### config.mk
export PLATFORM = sky130hd
export DESIGN_NAME = clkout_divider
export DESIGN_NICKNAME = d
export VERILOG_FILES = /design/src/rtl/clkout_divider.sv
export SDC_FILE = /design/constraint.sdc
export NUM_CORES = 1
export LEC_CHECK = 0
export BUFFER_PORTS_ARGS = -buffer_cell sky130_fd_sc_hd__buf_2
export CAP_MARGIN = 20
export CORE_MARGIN = 5
export CORE_UTILIZATION = 59
export DETAILED_ROUTE_END_ITERATION = 6
export PLACE_DENSITY = 0.78
export SETUP_SLACK_MARGIN = 0.4
export SYNTH_ARGS = -nofsm -noshare
export SYNTH_HDL_FRONTEND = slang
export SYNTH_SLANG_ARGS = --single-unit
### constraint.sdc
create_clock -name clk -period 3.6 [get_ports clk]
set_input_delay 0.18 -clock clk [delete_from_list [all_inputs] [get_ports clk]]
set_output_delay 0.18 -clock clk [all_outputs]
set_load 0.005 [all_outputs]
### src/rtl/clkout_divider.sv
`timescale 1ns/1ps
module clkout_divider #(
  parameter int DIV_W    = 4,
  parameter int DIV_RST  = 11,
  parameter int DIV_MAX  = 11,
  parameter int SUSP_DLY = 48000
) (
  input  logic             clk,
  input  logic             rst_n,
  input  logic             cfg_we,
  input  logic [DIV_W-1:0] cfg_div,
  input  logic             cfg_nolazy,
  input  logic             suspend,
  input  logic             slow_tick,
  output logic             clk_out
);
  localparam int SW = $clog2(SUSP_DLY + 1);
  localparam logic [DIV_W-1:0] RSTV = DIV_RST[DIV_W-1:0];
  localparam logic [DIV_W-1:0] MAXV = DIV_MAX[DIV_W-1:0];
  localparam logic [SW-1:0]    DLYV = SW'(SUSP_DLY);

  logic [DIV_W-1:0] div_reg, cur_n, cnt, cnt_nx, n_nx, pos_nx;
  logic [DIV_W:0]   hi_nx;
  logic             nolazy_q, ph_q, slow_q, lazy_on, bypass, want_lazy;
  logic [SW-1:0]    susp_cnt;

  always_ff @(posedge clk or negedge rst_n)
    if (!rst_n) begin
      div_reg  <= RSTV;
      nolazy_q <= 1'b0;
    end else if (cfg_we) begin
      nolazy_q <= cfg_nolazy;
      if (cfg_div <= MAXV) div_reg <= cfg_div;
    end

  always_comb begin
    if (cnt == '0) begin
      n_nx   = div_reg;
      cnt_nx = div_reg;
    end else begin
      n_nx   = cur_n;
      cnt_nx = cnt - 1'b1;
    end
    pos_nx = n_nx - cnt_nx;
    hi_nx  = ({1'b0, n_nx} + (DIV_W+1)'(2)) >> 1;
  end

  always_ff @(posedge clk or negedge rst_n)
    if (!rst_n) begin
      cnt   <= '0;
      cur_n <= RSTV;
      ph_q  <= 1'b0;
    end else begin
      cnt   <= cnt_nx;
      cur_n <= n_nx;
      ph_q  <= {1'b0, pos_nx} < hi_nx;
    end

  assign bypass = (cur_n == '0);

  always_ff @(posedge clk or negedge rst_n)
    if (!rst_n)         slow_q <= 1'b0;
    else if (slow_tick) slow_q <= ~slow_q;

  always_ff @(posedge clk or negedge rst_n)
    if (!rst_n)                     susp_cnt <= '0;
    else if (!suspend || nolazy_q)  susp_cnt <= '0;
    else if (susp_cnt != DLYV)      susp_cnt <= susp_cnt + 1'b1;

  assign want_lazy = (susp_cnt == DLYV);

  always_ff @(negedge clk or negedge rst_n)
    if (!rst_n) lazy_on <= 1'b0;
    else if (lazy_on != want_lazy && !slow_q && (bypass || !ph_q))
      lazy_on <= want_lazy;

  assign clk_out = lazy_on ? slow_q : (bypass ? clk : ph_q);
endmodule


After elaboration in Yosys (flattened, before gate mapping)
Cells that the tools add are included.
- reduce and logical (&&, ||, !) cells: 11
- mux-type cells: 6
- $lt $le $gt $ge: 2
- add/sub/neg operators: 4
- eq/ne operators: 3
- bitwise logic cells: 1
- operators by type and width (cell ; count):
    16-bit two-way mux ; 2
    16-bit by 1-bit adder with 16-bit output, second input constant ; 1
    16-bit equality test, second input constant ; 1
    16-bit inequality test, second input constant ; 1
    4-bit zero test ; 2
    4-bit two-way mux ; 2
    4-bit by 2-bit adder with 5-bit output, second input constant ; 1
    4-bit less-or-equal comparator, second input constant ; 1
    4-bit < comparator ; 1
    4-bit by 1-bit subtractor with 4-bit output, second input constant ; 1
    4-bit subtractor ; 1
    1-bit zero test ; 3
    1-bit logical AND ; 2
    1-bit logical OR ; 2
    1-bit two-way mux ; 2
    2-bit AND reduction ; 1
    2-bit nonzero test ; 1
    1-bit inequality test ; 1
    1-bit NOT ; 1
- register bits after elaboration: 32
- input port bits: 10
- output and inout bits: 1
- word-level logic and storage cells: 35

Longest topological paths before layout
- depth in word-level cells: 4
- mapped depth: 16
- mapped depth without buffers: 15

==> flow_summary.ini <==
[synth]
synth_fp_nets = 206
synth_edf_count = 0
yosysUniqueCellTypes = 42
synthMuxAreaShare_pct = 3.00
yosys.area_share.simple_pct = 21.9
synth_compound_gate_area_share_pct = 11.0
syn_inst = 187
synth-xor-area-share_pct = 8.31
yosys.area.top_type = dfrtp_1
synth_area_mm2 = 0.00179
synth_top_family_by_area = simple AND/OR/NAND/NOR gates
synth_top_area_share_pct = 34.9
postSynthAreaPerCell_um2 = 9.58
yosys-top-cells-area = dfrtp_1 (35%), dfstp_2 (8.8%), ha_1 (6.3%), xnor2_1 (5.9%), nor2_1 (4.0%)
yosys_warnings = 0
synth.yosys.seq_area_share_pct = 45.1
async_flop_share_pct = 100
synthAdderAreaFrac_pct = 6.28
synth-seq-cells = 32
synth-main-ff-cell = dfrtp_1

[cells_and_area]
regMostFlops = susp_cnt
nFillCells = 203
drive_above_1_share_pct = 21.2
seqCellArea_um2 = 808
multi_input_area_um2 = 950
area_growth_pct = 18.4
nets = 235
layoutNonFillerInstCount = 250
largest_reg_flops = 16
n_antenna_cell = 0

[run]
maxCapViolations = 0

[setup_path]
crit_required_ns = 2.26
end_kind = register
cpPeakStageDelay_ns = 0.44
critical_path_class = register to register
slowest_stage = dfrtp_1
reg2reg_depth = 5
r2r_slack_ns = 0.41
worstSetupStartpointType = register
crit_path_cell_trace = inv_1 -> ha_2 -> nor4bb_4 -> nand4_1 -> o31ai_2
critPathArrivalTime_ns = 1.84
cp_max_fo = 5
r2r_end = lazy_on
reg2reg_from = susp_cnt[0]
startpoint = susp_cnt[0]

[timing]
max_slew_margin_pct = 59.6
hold_viol_final = 0
finalSetupViolCount = 0
finalMaxSlewViolations = 0
clock_skew_ns = 0.00692
rsz0062_at_grt = yes
tightest_slew_ns = 0.606
finalSetupTns_ns = 0

[floorplanning]
die_w_um = 65.1
die_area_mm2 = 0.00424
row_count = 20
core_mm2 = 0.00298
die_y_um = 65.1
ioPinCount = 11
initial_core_util_pct = 60.2

[global_routing]
grt_pass1_vias = 1494
grt_pass1_wl_um = 6320
gr-usage-all-layers_pct = 19.8
grt-ovfl-total = 0
antenna_found_initial = 0
grt_max_degree = 32

[routing]
drcViolationCount = 0
dr.pass1.iters = 5
vias = 1442
avgRoutedWirePerCell_um = 15.2
drt_wl_total_um = 3790
viasPerCell = 5.77
first_iter_violations = 82
postRouteAntennaNets = 0

[hold_path]
min_path_cells = 2
min_from = cfg_we
worstHoldEndpoint = nolazy_q
hp-class = primary input to register

[pwr]
clock_power_share_pct = 20.7
power-per-cell-area_mw_per_mm2 = 797
comb_power_share_pct = 46.9
switchingPower_mw = 0.657
seq_power_share_pct = 32.4
intPower_mw = 1.03
peakVddDrop_mv = 0.581
leakagePower_nw = 0.911
swShare_pct = 38.9

[place]
gp_congestion = 0.799
dp.cells = 227
portBuffers = 10
place_hpwl_um = 2450

[clock_network]
clk_latency_ns = 0.45
clk_pin_slew_ns = 0.10
cts_tree = yes

[run_status]
status = finished, final reports clean
## per-stage QoR
step	hold WS (ns)	total power [mW]	worst slack (ns)	cell area, um^2	util [%]
2_1_floorplan	-0.116	1.15	0.524	1790	-
3_3_place_gp	0.241	1.26	0.481	1870	62.7
3_5_place_dp	0.253	1.31	0.392	1870	62.7
4_1_cts	0.0128	1.65	0.414	2050	69.0
5_1_grt	0.00872	1.83	0.339	2120	71.3
6_report	0.0302	1.69	0.414	2120	71.3
## per-layer routing
layer / wire length (um) / global-route usage [%] / share of wire, %
met1: 1690 / 22.7 / 45
met2: 1870 / 32.8 / 49
met5: 0 / 0 / 0
met4: 47 / 7.25 / 1.2
met3: 176 / 8.55 / 4.6
## power by group through the flow
stage                     clock, mW  sequential [mW]  combinational (mW)
after global routing          0.379            0.558               0.896
final                         0.350            0.548               0.793
after detailed placement     0.0208            0.539               0.752
after global placement       0.0208            0.530               0.705
after CTS                     0.352            0.531               0.766
after floorplan              0.0129            0.505               0.633
## critical path, delay by kind of cell (launching register included)
kind,cells,cell delay (ns)
adder cells (fa/ha/maj),1,0.18
buffers and inverters,1,0.12
AND/OR/NAND/NOR,2,0.39
flip-flops,1,0.44
AO/OA/AOI/OAI,1,0.27
## layout make-up
cell class                 instances  area share, %
sequential                        32           38.1
clock inverter                     2           1.65
inverter                          15           2.65
multi-input combinational        136           44.8
tap                               33           1.95
clock buffer                      10           3.24
timing repair buffer              22           7.67
## placed cells by master, fill, tap and decap left out, types with 5 or more instances in the layout
master | Yosys | final
xnor2_1 | 12 | 12
dfrtp_1 | 25 | 25
dfstp_2 | 6 | 6
nand3_1 | 8 | 8
nand2_1 | 16 | 16
xor2_1 | 5 | 5
buf_4 | 0 | 5
clkbuf_4 | 0 | 8
buf_2 | 0 | 10
inv_1 | 15 | 15
a21oi_1 | 10 | 10
dlygate4sd3_1 | 0 | 8
nor2_1 | 19 | 19
ha_1 | 9 | 8
## synth_stat cells, types with 4 or more instances
master and n:
inv_1 15, dfstp_2 6, ha_1 9, a21oi_1 10, dfrtp_1 25, nand2_1 16
xor2_1 5, nor4_1 5, nor3_1 4, nor2_1 19, nand2b_1 4, nand3_1 8
xnor2_1 12, o21ai_0 5, nand4_1 4
## timing repair
item,in CTS,in global routing
setup endpoints to repair,1,3
cloned,0,0
hold buffers,8,0
resized for setup,0,9
hold endpoints to repair,31,0
pin swaps,1,3
buffers inserted,1,3
## how the worst max path moves through the flow
stage | endpoint | slack (ns) | cells after the start
floorplan | lazy_on | 0.52 | 5
global placement | lazy_on | 0.48 | 5
detailed placement | lazy_on | 0.39 | 5
CTS | clk_out | 0.41 | 3
global route | lazy_on | 0.34 | 5
finish | lazy_on | 0.41 | 5
## kinds of logic (layout without fill, tap and decap cells)
logic type | Yosys count | in the layout
AND/OR/NAND/NOR | 75 | 75
flip-flops | 32 | 32
AO/OA/AOI/OAI | 30 | 30
buffers and inverters | 19 | 49
XOR/XNOR | 17 | 17
adder cells (fa/ha/maj) | 9 | 9
multiplexers | 5 | 5
(Power assumes the default switching activity.)
